File: config.mk
export PLATFORM = sky130hd
export DESIGN_NAME = wdg_dual_unit
export DESIGN_NICKNAME = d
export VERILOG_FILES = /design/src/rtl/wdg_pkg.sv /design/src/rtl/wdg_regs.sv /design/src/rtl/wdg_timebase.sv /design/src/rtl/wdg_counter.sv /design/src/rtl/wdg_pulse.sv /design/src/rtl/wdg_dual_unit.sv
export SDC_FILE = /design/constraint.sdc
export NUM_CORES = 1
export LEC_CHECK = 0
export ABC_AREA = 1
export ABC_CLOCK_PERIOD_IN_PS = 1800
export BUFFER_PORTS_ARGS = -buffer_cell sky130_fd_sc_hd__buf_2
export CAP_MARGIN = 20
export CORE_ASPECT_RATIO = 0.6
export CORE_MARGIN = 1.5
export CORE_UTILIZATION = 37
export DETAILED_ROUTE_END_ITERATION = 8
export GPL_ROUTABILITY_DRIVEN = 0
export SLEW_MARGIN = 25
export SYNTH_ARGS = -nofsm -noshare
export SYNTH_HDL_FRONTEND = slang
export SYNTH_SLANG_ARGS = --single-unit
File: constraint.sdc
create_clock -name clk -period 1.8 [get_ports clk]
set_clock_uncertainty 0.1 [all_clocks]
set_input_delay 0.18 -clock clk [delete_from_list [all_inputs] [get_ports clk]]
set_output_delay 0.18 -clock clk [all_outputs]
set_load 0.1 [all_outputs]
File: src/rtl/wdg_pkg.sv
// Package: shared addresses, configuration bit positions and widths for the
// dual-granularity watchdog. Assumes byte-wide register access.
package wdg_pkg;
    localparam int          CNT_W     = 16;
    localparam logic [7:0]  A_CTRL    = 8'h71;
    localparam logic [7:0]  A_CFG     = 8'h72;
    localparam logic [7:0]  A_CNT_LO  = 8'h73;
    localparam logic [7:0]  A_CNT_HI  = 8'h74;
    localparam int          B_SECONDS = 7;
    localparam int          B_KBD     = 6;
    localparam int          B_TMO     = 5;
    localparam int          B_PWR     = 4;
    localparam int          B_FLAG    = 0;
    localparam int          TICKS_PER_MIN = 60;

    typedef struct packed {
        logic kbd;
        logic tmo;
        logic pwr;
    } rst_sel_t;
endpackage

File: src/rtl/wdg_regs.sv
// Module: register bank. Decodes byte writes, holds configuration, the held
// high byte and the sticky expiry flag, and issues a load on low-byte writes.
// Assumes the count it reads back is supplied by the counter.
module wdg_regs
    import wdg_pkg::*;
#(
    parameter bit WIDE = 1'b1
) (
    input  logic             clk,
    input  logic             rst_n,
    input  logic             we,
    input  logic [7:0]       addr,
    input  logic [7:0]       wdata,
    input  logic [CNT_W-1:0] count,
    input  logic             expire,
    output logic [7:0]       rdata,
    output logic [7:0]       cfg,
    output logic             flag,
    output logic             load,
    output logic [CNT_W-1:0] load_val
);
    logic [7:0] hi_hold;

    // Configuration register and held high byte.
    always_ff @(posedge clk) begin
        if (!rst_n) begin
            cfg     <= '0;
            hi_hold <= '0;
        end else if (we) begin
            if (addr == A_CFG)    cfg     <= wdata;
            if (addr == A_CNT_HI) hi_hold <= wdata;
        end
    end

    // Sticky expiry flag: set by expiry, cleared by write-one; set wins.
    always_ff @(posedge clk) begin
        if (!rst_n)
            flag <= 1'b0;
        else if (expire)
            flag <= 1'b1;
        else if (we && addr == A_CTRL && wdata[B_FLAG])
            flag <= 1'b0;
    end

    // Load request and committed value on a low-byte write.
    always_comb begin
        load = we && (addr == A_CNT_LO);
        if (WIDE) load_val = {hi_hold, wdata};
        else      load_val = {8'h00, wdata};
    end

    // Read multiplexer.
    always_comb begin
        unique case (addr)
            A_CTRL:   rdata = {7'b0, flag};
            A_CFG:    rdata = cfg;
            A_CNT_LO: rdata = count[7:0];
            A_CNT_HI: rdata = count[15:8];
            default:  rdata = 8'h00;
        endcase
    end
endmodule

File: src/rtl/wdg_timebase.sv
// Module: unit timebase. Passes the seconds tick through in seconds mode or
// divides it by a parameterised count in minutes mode. The prescaler clears
// on every load and holds while the counter is stopped.
module wdg_timebase #(
    parameter int DIV = 60
) (
    input  logic clk,
    input  logic rst_n,
    input  logic sec_tick,
    input  logic seconds,
    input  logic running,
    input  logic clear,
    output logic unit_tick
);
    localparam int PW = $clog2(DIV);
    logic [PW-1:0] pre;
    logic          wrap;

    assign wrap = (pre == PW'(DIV - 1));

    // Unit strobe selection.
    always_comb begin
        if (seconds) unit_tick = sec_tick && running;
        else         unit_tick = sec_tick && running && wrap;
    end

    // Prescaler counting seconds within a minute.
    always_ff @(posedge clk) begin
        if (!rst_n || clear)
            pre <= '0;
        else if (running && sec_tick && !seconds)
            pre <= wrap ? '0 : pre + 1'b1;
    end
endmodule

File: src/rtl/wdg_counter.sv
// Module: down-counter. Loads on request (zero stops), decrements on each
// unit strobe, and reports expiry on the 1-to-0 step. Assumes a load and a
// strobe in the same cycle resolve in favour of the load.
module wdg_counter #(
    parameter int W = 16
) (
    input  logic         clk,
    input  logic         rst_n,
    input  logic         load,
    input  logic [W-1:0] load_val,
    input  logic         unit_tick,
    output logic [W-1:0] count,
    output logic         running,
    output logic         expire
);
    assign expire = running && unit_tick && !load && (count == W'(1));

    // Count and run state.
    always_ff @(posedge clk) begin
        if (!rst_n) begin
            count   <= '0;
            running <= 1'b0;
        end else if (load) begin
            count   <= load_val;
            running <= (load_val != '0);
        end else if (running && unit_tick) begin
            count   <= count - 1'b1;
            if (count == W'(1)) running <= 1'b0;
        end
    end
endmodule

File: src/rtl/wdg_pulse.sv
// Module: reset pulse generator. Captures the enabled reset targets at expiry
// and drives them for RST_CLKS clocks from the following clock.
module wdg_pulse
    import wdg_pkg::*;
#(
    parameter int RST_CLKS = 8
) (
    input  logic     clk,
    input  logic     rst_n,
    input  logic     expire,
    input  rst_sel_t sel,
    output rst_sel_t outs
);
    localparam int PW = $clog2(RST_CLKS + 1);
    logic [PW-1:0] left;
    rst_sel_t      armed;

    // Pulse length counter and captured targets.
    always_ff @(posedge clk) begin
        if (!rst_n) begin
            left  <= '0;
            armed <= '0;
        end else if (expire) begin
            left  <= (sel != '0) ? PW'(RST_CLKS) : '0;
            armed <= sel;
        end else if (left != '0) begin
            left  <= left - 1'b1;
        end
    end

    // Output gating.
    always_comb begin
        outs = (left != '0) ? armed : '0;
    end
endmodule

File: src/rtl/wdg_dual_unit.sv
// Module: dual-granularity watchdog top. Connects the register bank,
// timebase, down-counter and reset pulse generator.
module wdg_dual_unit
    import wdg_pkg::*;
#(
    parameter bit WIDE     = 1'b1,
    parameter int RST_CLKS = 8
) (
    input  logic       clk,
    input  logic       rst_n,
    input  logic       reg_we,
    input  logic [7:0] reg_addr,
    input  logic [7:0] reg_wdata,
    output logic [7:0] reg_rdata,
    input  logic       sec_tick,
    input  logic       kbd_rst_en,
    output logic       kbd_rst_o,
    output logic       pwr_rst_o,
    output logic       tmo_o,
    output logic       expired_o,
    output logic       running_o
);
    logic [CNT_W-1:0] count_q, load_val;
    logic [7:0]       cfg_q;
    logic             flag_q, load, expire, running_q, unit_tick;
    rst_sel_t         sel, outs;

    wdg_regs #(.WIDE(WIDE)) u_regs (
        .clk(clk), .rst_n(rst_n), .we(reg_we), .addr(reg_addr),
        .wdata(reg_wdata), .count(count_q), .expire(expire),
        .rdata(reg_rdata), .cfg(cfg_q), .flag(flag_q),
        .load(load), .load_val(load_val)
    );

    wdg_timebase #(.DIV(TICKS_PER_MIN)) u_tb (
        .clk(clk), .rst_n(rst_n), .sec_tick(sec_tick),
        .seconds(cfg_q[B_SECONDS]), .running(running_q), .clear(load),
        .unit_tick(unit_tick)
    );

    wdg_counter #(.W(CNT_W)) u_cnt (
        .clk(clk), .rst_n(rst_n), .load(load), .load_val(load_val),
        .unit_tick(unit_tick), .count(count_q), .running(running_q),
        .expire(expire)
    );

    // Reset target selection from configuration and the keyboard enable.
    always_comb begin
        sel.kbd = cfg_q[B_KBD] && kbd_rst_en;
        sel.tmo = cfg_q[B_TMO];
        sel.pwr = cfg_q[B_PWR];
    end

    wdg_pulse #(.RST_CLKS(RST_CLKS)) u_pulse (
        .clk(clk), .rst_n(rst_n), .expire(expire), .sel(sel), .outs(outs)
    );

    assign kbd_rst_o = outs.kbd;
    assign pwr_rst_o = outs.pwr;
    assign tmo_o     = outs.tmo;
    assign expired_o = flag_q;
    assign running_o = running_q;
endmodule

[After elaboration in Yosys (flattened, before gate mapping)]
Index checks and enable logic that the tools add are counted.
Operators by class
  equality and inequality tests: 6
  mux-type cells: 14
  $add $sub $neg: 3
  reductions and logical operators: 24
Operators by type and width (count)
  $eq 8x7->1 const B: 4
  $mux 16: 2
  $pmux 8 s4: 1
  $eq 16x1->1 const B: 1
  $reduce_bool 16->1: 1
  $sub 16x1->16 const B: 1
  $mux 4: 3
  $logic_and 1x1->1: 10
  $reduce_bool 2->1: 4
  $add 6x1->6 const B: 1
  $eq 6x6->1 const B: 1
  $mux 1: 6
  $mux 6: 1
  $reduce_and 2->1: 3
  $reduce_bool 4->1: 1
  $sub 4x1->4 const B: 1
  $logic_not 1->1: 3
  $mux 3: 1
  $reduce_bool 3->1: 1
  $logic_or 1x1->1: 1
Word-level totals
  word-level logic and storage cells: 57
  output and inout bits: 13
  register bits after elaboration: 47
  input port bits: 21

[Logic depth before layout (Yosys ltp)]
Gate-level depths: netlist of run 1.
  word-level depth: 7
  depth in mapped cells: 11

[By module]
Synthesis of run 1 repeated with hierarchy kept, for this count alone.
Second synthesis, totals
  cells, all modules: 478
  area total of the unflattened synthesis: 3054.2 µm²
By module, submodules not included
  wdg_counter: cells an instance 203, seq. area each 340.3 µm², area each 1256.2 µm², times used 1
  wdg_regs: cells an instance 174, seq. area each 340.3 µm², area each 1079.8 µm², times used 1
  wdg_pulse: cells an instance 50, seq. area each 140.1 µm², area each 375.4 µm², times used 1
  wdg_timebase: cells an instance 49, seq. area each 120.1 µm², area each 335.3 µm², times used 1
  wdg_dual_unit: cells an instance 2, seq. area each 0.0 µm², area each 7.5 µm², times used 1

[Worst setup path after synthesis of run 1]
Ideal clock, no wire load.
  path kind: input to output
  start: input port reg_addr[3]
  end: output port reg_rdata[1]
  data arrival time: 2272 ps
  stages on the path: 5
  buffers on the path: 0
  data required time: 1520 ps
  setup slack: -752 ps
  cells stage by stage: inv_1 > nand2_2 > nor3_1 > nand2_1 > o221ai_1
On the way
  word-level cells in the longest chain between the ends: 2
  elaborated cells between the ends (all ways): 5
  classes of those cells: 4 x eq/ne; 1 x mux
RTL lines
  start: declaration: RTL line wdg_dual_unit.sv:12  | input logic [7:0] reg_addr,
  $eq 8x7->1: RTL line wdg_regs.sv:54  | unique case (addr)
  $pmux 8 s4 *: RTL line wdg_regs.sv:54
  end: declaration: RTL line wdg_dual_unit.sv:14  | output logic [7:0] reg_rdata,
Every way passes the cells marked *; elsewhere a longest branch is shown, timed or not.

[Final worst setup path of run 1]
  start: register u_cnt.count[13]
  end: output port reg_rdata[5]
On the way
  word-level cells in the longest chain between the ends: 1
RTL lines
  start: declaration: RTL line wdg_counter.sv:12  | output logic [W-1:0] count,
  start signal: assignment: RTL line wdg_counter.sv:24  | count <= load_val;
  start signal: assignment: RTL line wdg_counter.sv:27  | count <= count - 1'b1;
  $pmux 8 s4: RTL line wdg_regs.sv:54
No other way between the ends.

==> results of run 1 <==
[worst paths after layout]
| check | endpoint | slack [ns] |
|---|---|---|
| setup / recovery | reg_rdata[5] | 0.1 |
| hold / removal | u_regs.hi_hold[1] | 0.05 |
| setup reg to reg | u_cnt.count[6] | 0.12 |
| hold reg to reg | u_regs.cfg[0] | 0.36 |
[logic make-up (layout without fill, tap and decap cells)]
kind of cell             count (synthesis)  in the layout  synth area share (%)
buffers and inverters                   72            120                  10.1
adder cells (fa/ha/maj)                  5              5                  2.12
XOR/XNOR                                10             10                  2.97
AND/OR/NAND/NOR                        279            279                  41.6
flip-flops                              47             47                  31.9
AO/OA/AOI/OAI                           58             58                  11.4
[power breakdown]
group,total (mW),leakage (nW),switching (mW),internal [mW]
registers,1.11,0.381,0.0258,1.08
clock network,0.945,0.0727,0.402,0.543
logic,0.428,1.20,0.276,0.152
total,2.48,1.66,0.703,1.78
[critical path, cell delays in order, from the launching register on]
cell      delay (ns)
dfxtp_1         0.43
inv_1           0.09
buf_4           0.16
o221ai_2        0.23
buf_12          0.21
[cell usage after synthesis (4+ instances only)]
cell type  count  share of area (%)
a21oi_1       20                3.4
a21oi_2        4                1.2
buf_2          4               0.68
dfxtp_1       47                 32
ha_1           5                2.1
inv_1         62                7.9
nand2_1      135                 17
nand3_1       37                6.3
nor2_1        76                9.7
nor2_2         5                1.1
nor2_4         6                2.3
nor3_1         8                1.4
o21ai_0       22                3.7
o221ai_1       7                2.1
xor2_1         9                2.7
[layout make-up]
class                   count  area [um^2]
well taps                 104          130
repair buffers             50          458
clock inverters             1         5.00
fillers                   798         3780
inverters                  63          243
multi-input cells         352         1810
flip-flops and latches     47          945
clock buffers               6          139
[stage by stage]
| stage | power (mW) | util [%] | std cells | hold slack [ns] |
|---|---|---|---|---|
| CTS | 2.48 | 49.3 | 623 | 0.0498 |
| global placement | 1.53 | 47.3 | 616 | 0.343 |
| finish | 2.48 | 49.7 | 623 | 0.0491 |
| floorplan | 1.43 | - | 471 | 0.215 |
| detailed placement | 1.53 | 47.3 | 616 | 0.345 |
| global route | 2.60 | 49.7 | 623 | 0.0854 |
[state kept, by name (all words and copies together) (netlist names)]
name,count
u_cnt.running,1
u_tb.pre,6
u_cnt.count,16
u_regs.flag,1
u_regs.cfg,8
u_regs.hi_hold,8
u_pulse.armed,3
u_pulse.left,4
[layer usage]
metal,up-vias,global-route usage [%],wire [um]
met5,-,0,0
met4,0,3.66,113
met3,13,3.38,582
li1,1576,-,-
met2,88,32.2,3460
met1,1404,32.7,4630
[timing repair]
item	in CTS	in global routing
buffers inserted	0	0
hold buffers	0	0
endpoints found under the setup margin	8	27
pin swaps	0	2
resized for setup	3	9
==> results by stage, run 1 <==
Clocking:
- TritonCTS built the clock tree.
- The clock tree synthesis step divided the H-tree into 2 levels.
- The number of buffers between clock root and the deepest sink is 2.
- Clock latency on the worst-skew pair, taken at its later pin, is 0.29 ns.
- Clock-pin slew was measured on the worst setup and hold paths at 0.06 ns.
- The number of sinks on the clock net is 47.
- In this run the clock root is driven by a clkbuf_16.
- The number of buffers created by CTS is 5.

STA:
- The relative max-transition margin is 67.1%.
- Setup repair after global routing could not meet its margin everywhere.
- For the final routed database, the setup TNS stands at 0 ns.
- Setup violations remaining at the end of the flow were counted as 0.
- The final hold violation count is 0.
- The least setup slack across all paths after layout is 0.0963 ns.
- Based on the critical path, the design can be clocked at up to 587 MHz.
- Subtracting the final worst setup slack from the clock period gives 1.70 ns.
- The final max-slew violation count is 0.
- Of the available clock period, the critical path in the final layout requires 94.6%.
- The transition time at the pin with the least slew margin is 0.497 ns.

Floorplanning:
- The die is 72.2 um tall.
- The initial core utilization is 39.3%.
- The core area is 7510 um^2.
- The die is 118 um wide.
- During I/O placement, the number of pins put on the boundary was 34.
- The floorplan step defined a die boundary enclosing 8550 um^2.
- The number of standard-cell rows in the floorplan is 24.

Layout:
- The most frequent standard cell in the layout excluding fill and tap cells is nand2_1.
- The share of final-layout standard cells stronger than drive strength 1 is 19.7%.
- With fillers left out, the area of the finished cells amounts to 3730 um^2.
- Leaving out fill and tap cells, the most frequent cells in the layout are 132 x nand2_1, 73 x nor2_1, 59 x inv_1.
- The diode insertion count for antenna repair is 0.
- The number of nets in the final layout is 545.
- The layout-stage area growth over the synthesis result is 26.3%.

Run:
- The reported max-cap violation count is 0.

Worst hold path:
- The hold path startpoint is reg_wdata[1].
- The worst hold path belongs to the class in -> reg.
- The instance count along the most critical hold path is 3.

Worst setup path:
- The arrival time at the worst endpoint is 1.42 ns.
- The reg-to-reg critical path startpoint is u_tb.pre[1].
- The worst setup path is of the reg -> out kind.
- The startpoint kind of the worst setup timing path is a register.
- At the worst endpoint, the required time is 1.52 ns.
- The critical path starts at u_cnt.count[13].
- The number of cells on the worst reg-to-reg path is 8.
- The biggest fanout along the worst timing path is 5.
- The element type at the critical path end is a primary output.

Route:
- Dividing the detail-routed via count by the number of cells gives 4.95.
- The first detailed-routing pass took 6 iterations.
- The sum of routed wire length over all layers is 8790 um.
- The detailed router placed 3081 vias in this run.
- The total DRC errors in the routed layout is 0.
- Dividing the detail-routed wire length by the instance count gives 14.1 um.
- In this run, the number of DRC markers left after iteration 0 of detailed routing was 262.
- The remaining number of nets flagged by the antenna check after routing is 0.

Synth:
- Counting flops with an async set or reset pin after synthesis yields a share of 0%.
- The count of mapped cells out of synthesis is 471.
- The sequential element share of the synthesized area is 31.9%.
- Synthesis produced a netlist with a net count of 497.
- Averaged over all synthesized cells, the footprint is 6.27 um^2.
- The synthesized netlist occupies a cell area of 2950 um^2.
- The number of different library cells in the post-synthesis netlist is 32.
- Synthesis inferred 47 register bits.
- The number of synthesized flops with an enable pin is 0.
- The number of synthesis warnings is 0.
- The commonest register cell after synthesis is dfxtp_1.

Power:
- The leakage power summed over all cells is 1.66 nW.
- The peak supply drop is 0.326 mV.
- The total power per unit cell area is 665 nW/um^2.

Global route:
- The initial antenna violation count is 0.
- The via count of the first global-routing pass is 2755.
- The wire length of the first global-routing pass is 14200 um.
- The total routing resource utilization after global routing is 21.5%.
- After global routing the overflow that remains totals 0.
- Entering global routing, the biggest net connects 19 pins.

Placement:
- In this run the cell area measured after placement is 3550 um^2.
- The post-place setup slack is 0.00433 ns.
- Detailed placement ended at an HPWL of 6900 um.
- Buffers placed on the I/O ports in this run total 33.

Outcome:
- The run finished with clean final reports.
(Power assumes the default switching activity.)
==> inputs of run 2 (changes only) <==
- SYNTH_HIERARCHICAL: unset -> 1
==> run 2 against run 1 <==
The run now ends with negative setup slack left. Critical path depth grew 9. Largest power group unchanged. Sequential power is essentially flat. Clock power grew 3.7%. Critical endpoint is now u_pulse/armed[2]. Final cell count grew 4.3%. Flip-flop and latch count is the same. Via count grew 2.9%. Global-route usage shrank 0.50 points. Highest routed layer unchanged. Non-clock buffer count grew 23. Power grew 6.3%. Core utilization grew 0.68 points.
==> results by stage, run 2 <==
Global route:
- The via count of the first global-routing pass is 2928.
- The total overflow left after global routing is 0.
- The wire length of the first global-routing pass is 14300 um.
- The maximum number of pins on one net before global-route repair is 16.
- The initial antenna violation count is 0.
- The total routing resource utilization after global routing is 21.0%.

STA:
- The number of failing setup endpoints in the final timing report is 2.
- The final max-slew violation count was 0.
- The final clock period utilization by the worst path is 103%.
- The routed design could run at a clock period as short as 1.86 ns.
- Final hold analysis gives a worst-case slack of 0.0382 ns.
- Setup repair after global routing could not meet its margin everywhere.
- For this run, the top clock speed supported by timing is 539 MHz.
- The transition time at the pin with the least slew margin is 0.482 ns.
- The final hold violation count is 0.
- Setup slack on the critical path of the routed design comes to -0.0557 ns.
- In the final timing run, aggregate negative setup slack is -0.0979 ns.
- The relative max-transition margin is 68.1%.

Synth:
- The number of different library cells in the post-synthesis netlist is 39.
- dfxtp_1 takes more of the synthesized area than any other cell.
- By area the synthesized netlist is led by dfxtp_1 31%, nand2_1 15%, nor2_1 8.7%, inv_1 8.2%, nand3_1 7.5%.
- The synthesized netlist occupies a cell area of 3050 um^2.
- Each instance of the synthesized netlist takes up on average 6.39 um^2.
- After synthesis, the largest area contributor takes up 30.8% of total cell area.
- Among all cell types in the netlist, the one instantiated most often is nand2_1.
- The count of mapped cells out of synthesis is 478.
- For this run, the number of Yosys warnings is 6.
- Counting flops with an async set or reset pin after synthesis yields a share of 0%.
- When the netlist entered floorplanning its net count stood at 504.
- Ranked by instance count, the synthesized netlist is headed by 121 x nand2_1, 71 x nor2_1, 67 x inv_1, 47 x dfxtp_1, 46 x nand3_1.
- In this run, synthesis inferred 0 flip-flops with an integrated enable.
- Summing the sequential cell areas from Yosys gives 30.8% of the chip area.
- The synthesized design contains 47 register bits.
- Among all flip-flop cells after synthesis, the most frequent one is dfxtp_1.

Layout:
- Counting the fill cells in the layout gives 823.
- The register with the most flip-flops in the layout has 16 of them.
- The library cell used most frequently in the layout, excluding fill and tap cells, is nand2_1.
- The area growth from synthesis to layout is 31.0%.
- The area taken by multi-input logic gates is 1820 um^2.
- The share of final-layout standard cells stronger than drive strength 1 is 27.9%.
- The largest registers in the layout are u_cnt/count: 16 flops, u_regs/cfg: 8 flops, u_regs/hi_hold: 8 flops.
- The number of antenna diodes in the final layout is 0.
- The largest register by flop count is u_cnt/count.
- Leaving out filler cells and counting taps, the final layout contains 650.
- The sequential cells in the finished layout cover a total of 951 um^2.
- The net count of the finished layout is 567.
- The utilization of the core after routing is 50.4%.
- In the layout the commonest cells are 117 x nand2_1, 65 x inv_1, 65 x nor2_1.

Outcome:
- The checks that failed: negative setup slack.
- The run finished, with violations left.

Clocking:
- The master cell of the clock root buffer is clkbuf_16.
- In this run the number of H-tree levels came out at 2.
- The clock net in this run drives a total of 47 sinks.
- The source-to-sink clock delay at the later pin of the worst-skew pair is 0.30 ns.
- The clock-pin slew on the worst setup and hold paths is 0.07 ns.
- The clock passes through at most 2 buffers.
- The TritonCTS clock tree is built.
- Counting the buffers created by CTS gives 5.

Worst setup path:
- The reg-to-reg critical path startpoint is u_tb/pre[0].
- The largest single stage delay on the critical path is 0.36 ns.
- The category of the most critical setup path is reg -> reg.
- Following the worst setup path forward leads to its endpoint at u_pulse/armed[2].
- The worst setup path is captured at a register.
- The worst register-to-register path has a setup slack of -0.06 ns.
- The worst setup path startpoint is u_tb/pre[0].
- The most used cell along the critical path is nand2_2.
- Counting cells, the worst reg-to-reg path comes to 13.
- The arrival time at the worst endpoint is 1.94 ns.
- Data on the critical path is required at its endpoint by 1.89 ns.
- The master of the slowest instance on the critical path is dfxtp_2.
- The startpoint kind of the worst setup timing path is a register.
- The endpoint of the worst register-to-register path is u_pulse/armed[2].
- The biggest fanout along the worst timing path is 6.
- The critical path goes through ha_4, nand2_2, inv_2, nand3_2, o21ai_2, nand2_2, nor3_2, nand2_2, nor2_4, inv_4, buf_4, o21ai_2, a21oi_2.

Floorplanning:
- The total area inside the core boundary comes to 7950 um^2.
- The boundary pin count is 34.
- The die is 73.4 um tall.
- The area of the die is 8830 um^2.
- In this run the core area contains 25 standard-cell rows.
- Once the floorplan was initialized, standard cells occupied 38.4% of the core.
- The floorplan die width is 120 um.

Route:
- The number of optimization iterations in the first detailed-route pass is 5.
- Once detail routing completed, the nets flagged for antenna violations numbered 0.
- The DRC violation total after the first TritonRoute iteration is 178.
- For this run, design rule violations remaining after detail routing come to 0.
- The number of vias per cell is 4.88.
- The via total after detailed routing is 3170.
- The sum of routed wire length over all layers is 8850 um.
- The per-cell routed wire length is 13.6 um.

Placement:
- The number of buffers added on ports is 33.
- The number of placed instances, taps included, is 640.
- The half-perimeter wire length after placement is 6860 um.

Power:
- The peak supply drop is 0.436 mV.
- The analysis attributes to cell leakage a power of 1.83 nW.
- Dividing total power by cell area gives a power density of 660 nW/um^2.

Worst hold path:
- The classification of the worst-slack hold path is in -> reg.

Run:
- Across the run, the number of max-cap violations was 0.
## run 2: cell types whose count changed in the layout (fill, tap and decap cells not counted), moves of 6 or more
cell | before | now
nor2_1 | 73 | 65
nor3_1 | 7 | 1
inv_2 | 1 | 7
o221ai_2 | 7 | 0
nand3_1 | 36 | 45
nand2_1 | 132 | 117
a21oi_1 | 20 | 10
nor2_2 | 4 | 11
buf_4 | 17 | 38
inv_1 | 59 | 65
o21ai_0 | 22 | 5
## run 2: layer usage
| layer | vias to the layer above | part of all wire, % | global-route usage [%] | wire length [um] |
|---|---|---|---|---|
| met5 | - | 0 | 0 | 0 |
| met4 | 0 | 1.1 | 5.62 | 96 |
| met3 | 12 | 8.1 | 5.20 | 717 |
| met2 | 94 | 39 | 29.1 | 3460 |
| met1 | 1465 | 52 | 31.8 | 4570 |
| li1 | 1599 | - | - | - |
## run 2: metrics by stage
stage / power (mW) / setup slack (ns) / instance area [um^2]
finish: 2.64 / -0.0557 / 4000
detailed placement: 1.67 / -0.0921 / 3750
floorplan: 1.57 / -0.185 / 3120
CTS: 2.65 / -0.0282 / 3940
global placement: 1.66 / -0.0106 / 3750
global route: 2.78 / -0.179 / 4000
## run 2: worst min-delay path by stage
stage	startpoint	to	slack, ns	depth (start not counted)
after floorplan	rst_n	u_regs/hi_hold[5]	0.20	2
after global placement	reg_wdata[7]	u_regs/hi_hold[7]	0.35	3
after detailed placement	reg_wdata[7]	u_regs/hi_hold[7]	0.35	3
after CTS	reg_wdata[7]	u_regs/hi_hold[7]	0.03	3
after global routing	reg_wdata[7]	u_regs/hi_hold[7]	0.05	3
final	reg_wdata[7]	u_regs/hi_hold[7]	0.04	3
## run 2: what timing repair did
action | 4_1_cts | 5_1_grt
resized for setup | 9 | 17
endpoints found under the setup margin | 16 | 22
pin swaps | 0 | 4
hold endpoints to repair | 0 | 0
hold buffers | 0 | 0
buffers inserted | 0 | 2
## run 2: area by class of cell
cell class | instances | area share [%]
Tap cell | 108 | 3.38
Clock buffer | 6 | 3.47
Timing Repair Buffer | 73 | 15.9
Sequential cell | 47 | 23.8
Inverter | 76 | 7.44
Multi-Input combinational cell | 338 | 45.6
Clock inverter | 2 | 0.407
## run 2: power by group
group	leakage (nW)	total, mW	switching (mW)	internal, mW
clock network	0.0731	0.980	0.424	0.556
logic	1.38	0.538	0.342	0.196
registers	0.382	1.12	0.0385	1.08
total	1.83	2.64	0.805	1.83
## run 2: kinds of logic (layout without fill, tap and decap cells)
kind of cell               after synthesis  in the layout  share of synthesized area (%)
AOI/OAI and AO/OA                       44             44                           8.19
buffers and inverters                   93            157                           13.4
xor gates and xnor gates                 9              9                           2.58
adders and majority gates                5              5                           2.05
and+or+nand+nor                        280            280                           43.0
DFF                                     47             47                           30.8
## run 2: critical path: cells and delay by family (launching register included)
family	cells	cell delay, ns
adders and majority gates	1	0.14
buffers and inverters	3	0.24
AOI/OAI and AO/OA	3	0.27
DFF	1	0.36
and+or+nand+nor	6	0.64
==> inputs of run 3 (changes only) <==
- PLACE_DENSITY: unset -> 0.65
==> run 3 against run 2 <==
The flow still finishes with violations (negative setup slack). Routed wire length increased by 0.46%. Via count rose by 0.16%. Sequential share of layout area is 0.29 points lower. Sequential power hardly changed. Global-route usage about the same. Cell area grew 1.2%. Power increased by 4.2%. Worst setup slack better by 0.025 ns. Combinational power hardly changed. Final cell count is 0.15% higher. Flip-flop and latch count stayed put. Critical path type unchanged. Critical endpoint is now u_cnt/count[12]. Largest cell class unchanged.
==> results by stage, run 3 (synthesized netlist as in run 2, its figures left out) <==
Layout:
- The area used by sequential logic in the layout is 951 um^2.
- The share of final-layout standard cells stronger than drive strength 1 is 28.0%.
- Leaving out fill and tap cells, the most frequent cell in the layout is nand2_1.
- The diode insertion count for antenna repair is 0.
- In the final layout, the multi-input gates occupy 1830 um^2.
- Cells fill 51.0% of the core in the end.
- The area growth from synthesis to layout is 32.6%.
- The count of fill cells added during filler insertion is 799.
- The flip-flop count of the largest register, all copies and words added is 16.
- The final layout contains 568 nets.
- The largest registers in the layout are u_cnt/count: 16 flops, u_regs/cfg: 8 flops, u_regs/hi_hold: 8 flops.
- The largest register by flop count is u_cnt/count.
- Leaving out fill and tap cells, the most frequent cells in the layout are 115 x nand2_1, 66 x inv_1, 65 x nor2_1.
- The post-layout instance area is 4050 um^2.

Worst setup path:
- The element type at the critical path end is a register.
- For this run, the slowest stage of the critical path takes 0.35 ns.
- The worst setup path is launched from a register.
- In this run the critical register-to-register path is launched from u_tb/pre[0].
- The critical path is of the reg -> reg type.
- The number of buffers and inverters on the critical path is 3.
- The kind of cell adding the most delay to the critical path is simple AND/OR/NAND/NOR gates.
- The capture point of the critical path is u_cnt/count[12].
- The arrival time at the worst endpoint is 1.95 ns.
- The minimum setup slack among reg-to-reg paths is -0.03 ns.
- Walking the worst path, the cells encountered are ha_4, nand2_2, inv_2, nand3_4, o21ai_4, nand2_2, buf_4, buf_4, nor2_4, nand3b_1, o21a_1, a21oi_1.
- At the worst endpoint, the required time is 1.92 ns.
- The endpoint of the worst register-to-register path is u_cnt/count[12].
- The master of the slowest instance on the critical path is dfxtp_2.
- The logic depth of the worst setup path including buffers is 12.
- Along the worst path, the maximum fanout reaches 3.
- The number of cells on the worst reg-to-reg path is 12.
- The critical path starts at u_tb/pre[0].

Global route:
- Entering global routing, the biggest net connects 16 pins.
- The first global-routing pass estimated 14500 um of wire.
- For this run the aggregate overflow at the end of global routing stands at 0.
- The via count of the first global-routing pass came to 2994.
- The initial antenna violation count came to 0.
- The total routing resource utilization after global routing is 20.9%.

Floorplanning:
- The initial core utilization is 38.4%.
- The floorplan die width is 120 um.
- During I/O placement, the number of pins put on the boundary was 34.
- The die covers 8830 um^2.
- The number of standard-cell rows in the floorplan is 25.
- In this run the vertical extent of the chip is 73.4 um.
- The core area is 7950 um^2.

Route:
- In the final routed layout, each cell accounts on average for 13.7 um.
- For this run, design rule violations remaining after detail routing come to 0.
- In this run the remaining antenna-violating nets after routing total 0.
- Dividing the detail-routed via count by the number of cells gives 4.88.
- The via total after detailed routing is 3175.
- The number of optimization iterations in the first detailed-route pass is 5.
- For this block, the routed nets add up to 8890 um of wire.
- The DRC violation total after the first TritonRoute iteration is 198.

Placement:
- The number of buffers added on ports is 33.
- Detailed placement ended at an HPWL of 6770 um.
- Once placement finished, the instance area stood at 3730 um^2.
- Timing analysis after detailed placement gives a worst setup slack of -0.0764 ns.

Clocking:
- No sink is reached through more buffers than the 2 on the longest clock path.
- The source-to-sink clock delay at the later pin of the worst-skew pair is 0.29 ns.
- The number of clock buffers added by TritonCTS is 5.
- The number of H-tree levels is 2.
- The clock net in this run drives a total of 47 sinks.
- The master cell of the clock root buffer is clkbuf_16.
- TritonCTS built the clock tree.
- The clock-pin slew on the worst setup and hold paths is 0.06 ns.

STA:
- The transition time at the pin with the least slew margin is 0.484 ns.
- The summed negative setup slack over all endpoints is -0.0827 ns.
- Setup repair after global routing could not meet its margin everywhere.
- The final clock period utilization by the worst path is 102%.
- The relative max-transition margin is 68.0%.
- After layout, the minimum clock period comes to 1.83 ns.
- Hold timing on the final database bottoms out at a slack of 0.0564 ns.
- The least setup slack across all paths after layout is -0.0303 ns.
- The final max-slew violation count was 0.
- The achievable clock frequency is 546 MHz.
- The number of failing setup endpoints in the final timing report is 4.
- The final hold violation count is 0.

Outcome:
- The checks that failed: negative setup slack.
- The run finished, with violations left.

Power:
- The total power per unit cell area is 679 nW/um^2.
- VDD sags by at most 0.356 mV.
- The leakage power summed over all cells is 1.86 nW.

Worst hold path:
- The worst hold path belongs to the class in -> reg.

Run:
- The reported max-cap violation count is 0.
[run 3: worst min-delay path by stage]
stage	startpoint	endpoint	slack, ns	cells past startpoint
detailed placement	reg_wdata[5]	u_regs/hi_hold[5]	0.35	3
global placement	reg_wdata[7]	u_regs/cfg[7]	0.34	3
floorplan	rst_n	u_regs/hi_hold[5]	0.20	2
CTS	reg_wdata[5]	u_regs/cfg[5]	0.06	3
finish	reg_wdata[7]	u_regs/hi_hold[7]	0.06	3
global route	reg_wdata[5]	u_regs/cfg[5]	0.06	3
[run 3: worst register-to-register path, delay by kind of cell (launching register included)]
kind                     cells  cell delay [ns]
AO/OA/AOI/OAI                3             0.38
AND/OR/NAND/NOR              5             0.43
buffers and inverters        3             0.36
adder cells (fa/ha/maj)      1             0.14
flip-flops                   1             0.35
[run 3: per-stage QoR]
| stage | power (mW) | instances |
|---|---|---|
| detailed placement | 1.67 | 637 |
| global placement | 1.67 | 637 |
| finish | 2.75 | 651 |
| global route | 2.89 | 651 |
| floorplan | 1.57 | 478 |
| CTS | 2.77 | 647 |
[run 3: layer usage]
metal | vias up | GRT usage, % | part of all wire [%]
met1 | 1456 | 29.8 | 49
met4 | 0 | 3.53 | 0.80
met3 | 10 | 6.29 | 8.7
li1 | 1602 | - | -
met2 | 107 | 31.7 | 41
met5 | - | 0 | 0
[run 3: final cells by class]
class / count / share of cell area, %
clock buffer: 6 / 3.43
clock inverter: 2 / 0.865
inverter: 76 / 7.29
multi-input combinational: 338 / 45.3
sequential: 47 / 23.5
tap: 108 / 3.34
timing repair buffer: 74 / 16.3
[run 3: power breakdown]
| part | total [mW] | leakage, nW | switching, mW | internal [mW] |
|---|---|---|---|---|
| clock network | 1.09 | 0.0868 | 0.402 | 0.691 |
| logic | 0.538 | 1.39 | 0.343 | 0.195 |
| registers | 1.12 | 0.382 | 0.0365 | 1.08 |
[run 3: timing repair]
action,CTS,global route
hold buffers,0,0
endpoints found under the hold margin,0,0
endpoints found under the setup margin,7,27
pin swaps,1,4
resized for setup,2,25
setup buffers,2,4
